File: src/rtl/tbase_pkg.sv
package tbase_pkg;
  localparam int TB_W = 16;

  typedef enum logic {
    SEL_PSC = 1'b0,
    SEL_RLD = 1'b1
  } wr_sel_e;
endpackage

File: src/rtl/tbase_shadow.sv
module tbase_shadow #(
  parameter int W = tbase_pkg::TB_W
) (
  input  logic         clk,
  input  logic         rst_n,
  input  logic         wr_en,
  input  logic         wr_sel,
  input  logic [W-1:0] wr_data,
  input  logic         rld_defer,
  input  logic         upd,
  output logic [W-1:0] psc_act,
  output logic [W-1:0] rld_act
);
  logic [W-1:0] psc_sh;
  logic [W-1:0] rld_sh;
  logic         psc_wr;
  logic         rld_wr;
  logic         rld_direct;

  assign psc_wr     = wr_en && (wr_sel == tbase_pkg::SEL_PSC);
  assign rld_wr     = wr_en && (wr_sel == tbase_pkg::SEL_RLD);
  assign rld_direct = rld_wr && !rld_defer;

  always_ff @(posedge clk) begin
    if (!rst_n) begin
      psc_sh  <= '0;
      rld_sh  <= '0;
      psc_act <= '0;
      rld_act <= '0;
    end else begin
      if (psc_wr) psc_sh <= wr_data;
      if (rld_wr) rld_sh <= wr_data;
      if (upd) psc_act <= psc_sh;
      if (rld_direct) rld_act <= wr_data;
      else if (upd) rld_act <= rld_sh;
    end
  end
endmodule

File: src/rtl/tbase_presc.sv
module tbase_presc #(
  parameter int W = tbase_pkg::TB_W
) (
  input  logic         clk,
  input  logic         rst_n,
  input  logic         active,
  input  logic         upd,
  input  logic [W-1:0] psc_act,
  output logic         tick,
  output logic [W-1:0] pcnt
);
  function automatic logic [W-1:0] step_pos(input logic [W-1:0] pos, input logic last);
    return last ? '0 : pos + 1'b1;
  endfunction

  assign tick = active && (pcnt == psc_act);

  always_ff @(posedge clk) begin
    if (!rst_n)      pcnt <= '0;
    else if (upd)    pcnt <= '0;
    else if (active) pcnt <= step_pos(pcnt, tick);
  end
endmodule

File: src/rtl/tbase_count.sv
module tbase_count #(
  parameter int W = tbase_pkg::TB_W
) (
  input  logic         clk,
  input  logic         rst_n,
  input  logic         tick,
  input  logic         upd,
  input  logic [W-1:0] rld_act,
  output logic [W-1:0] cnt,
  output logic         at_limit
);
  function automatic logic hit_limit(input logic [W-1:0] c, input logic [W-1:0] lim);
    return c == lim;
  endfunction

  assign at_limit = hit_limit(cnt, rld_act);

  always_ff @(posedge clk) begin
    if (!rst_n)    cnt <= '0;
    else if (upd)  cnt <= '0;
    else if (tick) cnt <= cnt + 1'b1;
  end
endmodule

File: src/rtl/tbase_core.sv
module tbase_core #(
  parameter int W = tbase_pkg::TB_W
) (
  input  logic         clk,
  input  logic         rst_n,
  input  logic         run_en,
  input  logic         rld_defer,
  input  logic         sw_update,
  input  logic         wr_en,
  input  logic         wr_sel,
  input  logic [W-1:0] wr_data,
  output logic [W-1:0] cnt_out,
  output logic         update_pulse,
  output logic         cnt_tick
);
  logic [W-1:0] psc_act;
  logic [W-1:0] rld_act;
  logic [W-1:0] pcnt;
  logic [W-1:0] cnt_q;
  logic         tick;
  logic         at_limit;
  logic         count_ok;
  logic         ovf_evt;
  logic         upd;

  assign count_ok = run_en && (rld_act != '0);
  assign ovf_evt  = tick && at_limit;
  assign upd      = sw_update || ovf_evt;

  tbase_shadow #(.W(W)) u_shadow (
    .clk(clk), .rst_n(rst_n), .wr_en(wr_en), .wr_sel(wr_sel),
    .wr_data(wr_data), .rld_defer(rld_defer), .upd(upd),
    .psc_act(psc_act), .rld_act(rld_act)
  );

  tbase_presc #(.W(W)) u_presc (
    .clk(clk), .rst_n(rst_n), .active(count_ok), .upd(upd),
    .psc_act(psc_act), .tick(tick), .pcnt(pcnt)
  );

  tbase_count #(.W(W)) u_count (
    .clk(clk), .rst_n(rst_n), .tick(tick), .upd(upd),
    .rld_act(rld_act), .cnt(cnt_q), .at_limit(at_limit)
  );

  assign cnt_out      = cnt_q;
  assign update_pulse = upd;
  assign cnt_tick     = tick;
endmodule

File: config.mk
export PLATFORM = sky130hd
export DESIGN_NAME = tbase_core
export DESIGN_NICKNAME = d
export VERILOG_FILES = /design/src/rtl/tbase_pkg.sv /design/src/rtl/tbase_shadow.sv /design/src/rtl/tbase_presc.sv /design/src/rtl/tbase_count.sv /design/src/rtl/tbase_core.sv
export SDC_FILE = /design/constraint.sdc
export NUM_CORES = 1
export LEC_CHECK = 0
export ABC_AREA = 1
export BUFFER_PORTS_ARGS = -buffer_cell sky130_fd_sc_hd__buf_2
export CAP_MARGIN = 0
export CORE_MARGIN = 1
export CORE_UTILIZATION = 59
export DETAILED_ROUTE_END_ITERATION = 7
export GPL_ROUTABILITY_DRIVEN = 0
export PLACE_DENSITY = 0.86
export SLEW_MARGIN = 20
export SYNTH_ARGS = -nofsm -noshare
export SYNTH_HDL_FRONTEND = slang
export SYNTH_SLANG_ARGS = --single-unit
File: constraint.sdc
create_clock -name clk -period 1.8 [get_ports clk]
set_input_delay 0.18 -clock clk [delete_from_list [all_inputs] [get_ports clk]]
set_output_delay 0.18 -clock clk [all_outputs]
set_load 0.02 [all_outputs]
======== Yosys cells after proc, flatten, opt, wreduce, memory -nomap -nowiden ========
Index checks and enable logic that the tools add are counted.
cells by class
  add/subtract/negate cells ............... 2
  eq/ne operators ......................... 2
  mux-type cells .......................... 3
  bitwise operators ....................... 2
  reduce and logical (&&, ||, !) cells .... 11
operators by type and width
  operator               number
  $mux 16                3
  $add 16x1->16 const B  2
  $eq 16x16->1           2
  $reduce_bool 16->1     1
  $logic_and 1x1->1      6
  $not 1->1              2
  $reduce_bool 2->1      1
  $reduce_or 2->1        1
  $logic_not 1->1        1
  $logic_or 1x1->1       1
word-level totals
  bits in registers ....................... 96
  output and inout bits ................... 18
  word-level logic and storage cells ...... 26

======== Logic depth before layout (Yosys ltp) ========
  depth after elaboration ................. 7
  gate-level depth with buffers ........... 14
  mapped depth without buffers ............ 13

======== Cells and area by module ========
Synthesis repeated with hierarchy kept, for this count alone.
unflattened totals
  cell total of the unflattened synthesis .. 702
  area total of the unflattened synthesis .. 4709.5 sq um
modules (own cells, without submodules)
  module        times used  cells each  area an instance (sq um)  seq. area each (sq um)
  tbase_shadow  1           319         2401.1                    1281.2
  tbase_presc   1           205         1229.9                    320.3
  tbase_count   1           161         1009.7                    320.3
  tbase_core    1           17          68.8                      0.0

======== Worst setup path before layout ========
OpenSTA, ideal clock, no wires.
  kind .................................... reg-to-reg
  start point ............................. register u_count.cnt[5]
  end point ............................... register u_shadow.psc_act[13]
  arrival ................................. 1643 ps
  data required time ...................... 1684 ps
  slack ................................... 41 ps
  stages on the path, launching flop included .. 15
  cells stage by stage .................... dfxtp_1 > inv_2 > nand2_1 > nand2_1 > inv_1 > nand2_1 > nor2_1 > nand2_1 > nor2_2 > nand3_4 > nand2_8 > inv_4 > buf_6 > nor2_1 > nor2_1
between the ends
  cells in the longest elaborated chain, start to end .. 3
ends and longest elaborated chain
  item                    RTL line            source
  start, declared         tbase_count.sv:9    output logic [W-1:0] cnt,
  start signal, assigned  tbase_count.sv:21   else if (tick) cnt <= cnt + 1'b1;
  $eq 16x16->1            tbase_count.sv:13   return c == lim;
  $logic_and 1x1->1       tbase_core.sv:27    assign ovf_evt = tick && at_limit;
  $logic_or 1x1->1        tbase_core.sv:28    assign upd = sw_update || ovf_evt;
  end signal, assigned    tbase_shadow.sv:33  if (upd) psc_act <= psc_sh;
  end, declared           tbase_shadow.sv:11  output logic [W-1:0] psc_act,
Every way passes these cells.
A chain may end at the register's enable or synchronous reset.

======== Final worst setup path ========
  start point ............................. register u_count.cnt[13]
  end point ............................... register u_shadow.psc_act[12]
The elaborated chain is that of the path after synthesis.

==> flow_results.xml <==
<?xml version="1.0" encoding="UTF-8"?>
<metrics>
  <group name="status">
    <metric name="outcome" unit="">complete, but fails checks</metric>
    <metric name="violations" unit="">setup timing</metric>
  </group>
  <group name="placement">
    <metric name="place.detailed.hpwl" unit="microns">7950</metric>
    <metric name="portBuffers" unit="">40</metric>
    <metric name="preCtsSetupSlack" unit="ns">0.0201</metric>
    <metric name="post_dp_cell_area" unit="sq um">5030</metric>
  </group>
  <group name="sta">
    <metric name="min_period_over_period" unit="">1.19</metric>
    <metric name="final_period_minus_worst_setup_slack" unit="ns">2.15</metric>
    <metric name="fmax" unit="MHz">466</metric>
    <metric name="setup_skew_after_layout" unit="ns">0.0161</metric>
    <metric name="hold_viol_final" unit="">0</metric>
    <metric name="worst_slew_pin_slew" unit="ns">0.422</metric>
    <metric name="drv_slew" unit="">0</metric>
    <metric name="grt_setup_unrepaired" unit="">true</metric>
    <metric name="setup_violations" unit="">66</metric>
    <metric name="max-slew-margin-rel" unit="">0.715</metric>
    <metric name="layout_setup_ws" unit="ns">-0.347</metric>
  </group>
  <group name="hold_path">
    <metric name="hold_crit_class" unit="">primary input to flip-flop</metric>
  </group>
  <group name="layout">
    <metric name="antenna_cells" unit="">0</metric>
    <metric name="fillerInstances" unit="">456</metric>
    <metric name="final_core_util" unit="">0.784</metric>
    <metric name="area_growth" unit="%">29.4</metric>
    <metric name="final_cell_area" unit="sq um">6020</metric>
    <metric name="design.final.nets" unit="">753</metric>
    <metric name="share_of_final_layout_standard_cells_stronger_than_drive_strength_1" unit="">0.334</metric>
  </group>
  <group name="worst_setup_path">
    <metric name="critical_path.max_fanout" unit="">6</metric>
    <metric name="crit_path_end_kind" unit="">flip-flop</metric>
    <metric name="critical_path_required" unit="ns">2.12</metric>
    <metric name="crit_path_start_kind" unit="">flip-flop</metric>
    <metric name="timing_worst_setup_path_type" unit="">flip-flop to flip-flop</metric>
    <metric name="critPathArrivalTime" unit="ns">2.47</metric>
  </group>
  <group name="grt">
    <metric name="vias_in_the_first_global_route" unit="">4200</metric>
    <metric name="global_route.overflow_total" unit="">0</metric>
    <metric name="largest_net_degree_at_the_start_of_global_routing" unit="">49</metric>
    <metric name="grt_first_pass_wirelength" unit="microns">19300</metric>
    <metric name="antenna_found_initial" unit="">0</metric>
    <metric name="globalRouteTotalUtil" unit="">0.290</metric>
  </group>
  <group name="flow_run">
    <metric name="max_cap_violations" unit="">0</metric>
  </group>
  <group name="floorplanning">
    <metric name="initial_core_util" unit="">0.606</metric>
    <metric name="io_pins" unit="">41</metric>
    <metric name="floorplan.die_area" unit="sq um">8250</metric>
    <metric name="die-width" unit="microns">90.8</metric>
    <metric name="overall_die_height" unit="microns">90.8</metric>
    <metric name="core-area" unit="sq um">7690</metric>
    <metric name="fp-row-count" unit="">32</metric>
  </group>
  <group name="power">
    <metric name="power.share.sequential" unit="">0.514</metric>
    <metric name="vdd_drop_max" unit="uV">592</metric>
    <metric name="cell_internal_pwr" unit="mW">3.02</metric>
    <metric name="net-switching-power" unit="mW">1.44</metric>
    <metric name="power.share.clock" unit="">0.329</metric>
    <metric name="p_leak" unit="nW">2.43</metric>
    <metric name="total_power" unit="mW">4.46</metric>
    <metric name="power.combinational.fraction" unit="">0.156</metric>
    <metric name="sw_frac_of_total" unit="">0.323</metric>
    <metric name="pwr_density_cell" unit="nW/um^2">740</metric>
  </group>
  <group name="routing">
    <metric name="drt-total-wl" unit="microns">16200</metric>
    <metric name="routed_via_count_divided_by_cell_count" unit="">6.23</metric>
    <metric name="drtIter0Drc" unit="">585</metric>
    <metric name="wire_per_inst" unit="microns">19.4</metric>
    <metric name="via_count" unit="">5199</metric>
    <metric name="first_pass_iters" unit="">7</metric>
    <metric name="ant_nets" unit="">0</metric>
    <metric name="remaining_drc_errors" unit="">0</metric>
  </group>
  <group name="clocking">
    <metric name="cts_hold_repair.buffers" unit="">0</metric>
    <metric name="maximum_count_of_clock_buffers_along_a_single_path" unit="">2</metric>
    <metric name="clock_tree_from_tritoncts" unit="">built</metric>
    <metric name="clock_tree.root_cell" unit="">clkbuf_8</metric>
    <metric name="h_tree_levels" unit="">3</metric>
    <metric name="cts_made_buffers" unit="">9</metric>
    <metric name="worst_setup_hold_path_clk_slew" unit="ns">0.11</metric>
    <metric name="clock_latency_of_the_later_clocked_register_in_the_worst_skew_pair" unit="ns">0.40</metric>
    <metric name="cts_sinks" unit="">96</metric>
  </group>
  <group name="logic_synthesis">
    <metric name="ys_ff_latch" unit="">96</metric>
    <metric name="proportion_of_synthesized_chip_area_in_sequential_cells" unit="">0.413</metric>
    <metric name="warnings_from_yosys" unit="">0</metric>
    <metric name="syn-cell-area" unit="sq um">4660</metric>
    <metric name="post_synth_inst_count" unit="">654</metric>
    <metric name="yosys.cell_types.count" unit="">31</metric>
    <metric name="syn_avg_cell_area" unit="sq um">7.12</metric>
    <metric name="synth_fp_nets" unit="">679</metric>
  </group>
</metrics>
-- metrics by stage --
| stage | hold slack (ns) | TNS (ns) | std cells |
|---|---|---|---|
| finish | 0.0603 | -15.07 | 835 |
| global route | 0.0754 | -20.49 | 835 |
| CTS | 0.0740 | -0.284 | 816 |
| detailed placement | 0.465 | 0 | 794 |
| global placement | 0.446 | 0 | 794 |
| floorplan | 0.343 | 0 | 654 |
-- repair_timing --
action,CTS,global route
pin swaps,13,35
setup endpoints to repair,3,66
buffers inserted,6,15
gates cloned,0,5
gates resized for setup,42,157
-- routing by layer --
metal	routed length [microns]	up-vias	part of all wire	global-route usage
li1	-	2242	-	-
met1	5780	2326	0.36	0.378
met2	7300	475	0.45	0.467
met3	1730	156	0.11	0.0480
met4	1400	0	0.086	0.139
met5	0	-	0	0
-- state kept, by name, summed over array words and instances (netlist names) --
| name | cells |
|---|---|
| u_count.cnt | 16 |
| u_presc.pcnt | 16 |
| u_shadow.psc_act | 16 |
| u_shadow.psc_sh | 16 |
| u_shadow.rld_act | 16 |
| u_shadow.rld_sh | 16 |
-- path summary, 6_finish.rpt --
check	start	cells after the start	slack [ns]	to
setup / recovery	u_count.cnt[13]$_SDFFE_PP0N_	14	-0.35	u_shadow.psc_act[12]$_SDFFE_PN0P_
hold / removal	wr_data[11]	3	0.06	u_shadow.rld_sh[11]$_SDFFE_PN0P_
setup reg to reg	u_count.cnt[13]$_SDFFE_PP0N_	14	-0.35	u_shadow.psc_act[12]$_SDFFE_PN0P_
hold reg to reg	u_shadow.psc_sh[2]$_SDFFE_PN0P_	2	0.49	u_shadow.psc_act[2]$_SDFFE_PN0P_
-- synth_stat cells (all sizes together) --
library cell / n / share of area
o22ai: 2 / 0.0027
nor3: 8 / 0.0086
dfxtp: 96 / 0.41
inv: 72 / 0.060
nand3b: 1 / 0.0016
clkinv: 2 / 0.0016
ha: 2 / 0.0054
a31o: 1 / 0.0019
a21oi: 65 / 0.070
nor2: 78 / 0.067
nand2: 144 / 0.12
buf: 11 / 0.021
xnor2: 19 / 0.036
or2: 2 / 0.0027
nand4: 23 / 0.031
xor2: 22 / 0.041
nand3: 20 / 0.027
clkbuf: 18 / 0.015
nor4: 2 / 0.0027
o21ai: 66 / 0.071
-- power groups by stage --
stage | Clock [mW] | Combinational [mW] | Sequential (mW)
detailed placement | 0 | 0.462 | 2.32
global route | 1.55 | 0.747 | 2.30
floorplan | 0 | 0.355 | 2.30
global placement | 0 | 0.448 | 2.32
finish | 1.47 | 0.696 | 2.30
CTS | 1.40 | 0.485 | 2.27
-- cell families (layout without fill, tap and decap cells) --
| family | after synthesis | in the layout | synth area share |
|---|---|---|---|
| AO/OA/AOI/OAI | 134 | 134 | 0.145 |
| XOR/XNOR | 41 | 41 | 0.0771 |
| adder cells (fa/ha/maj) | 2 | 2 | 0.00537 |
| buffers and inverters | 103 | 181 | 0.0970 |
| flip-flops | 96 | 96 | 0.413 |
| AND/OR/NAND/NOR | 278 | 279 | 0.262 |
-- area by class of cell --
cell class | instances | area, sq um | area share
Multi-Input combinational cell | 456 | 2660 | 0.442
Timing Repair Buffer | 87 | 674 | 0.112
Clock inverter | 7 | 73.8 | 0.0123
Sequential cell | 96 | 1990 | 0.331
Inverter | 74 | 308 | 0.0511
Clock buffer | 9 | 124 | 0.0206
Timing Repair inverter | 4 | 60.1 | 0.00997
Tap cell | 102 | 128 | 0.0212
-- critical path, stage by stage (launching register included) --
cell	delay (ns)
dfxtp_1	0.38
inv_1	0.17
nand2_1	0.12
nand2_1	0.07
nand2_1	0.05
nor2_1	0.16
nand2_1	0.10
nor2_2	0.15
nand3_4	0.13
nand2_8	0.10
buf_12	0.12
buf_12	0.14
buf_6	0.12
o21ai_0	0.10
nor2_1	0.16
-- cells in the final DEF (no fill, tap or decap), drive strengths merged --
cell,Yosys,layout
nand2,144,145
dfxtp,96,96
buf,11,87
nor2,78,78
inv,72,75
o21ai,66,66
a21oi,65,65
nand4,23,23
xor2,22,22
nand3,20,20
xnor2,19,19
clkinv,2,10
clkbuf,18,9
nor3,8,8
nor4,2,2
o22ai,2,2
ha,2,2
or2,2,2
nand3b,1,1
a31o,1,1
Power figures use the tool's default switching activity.
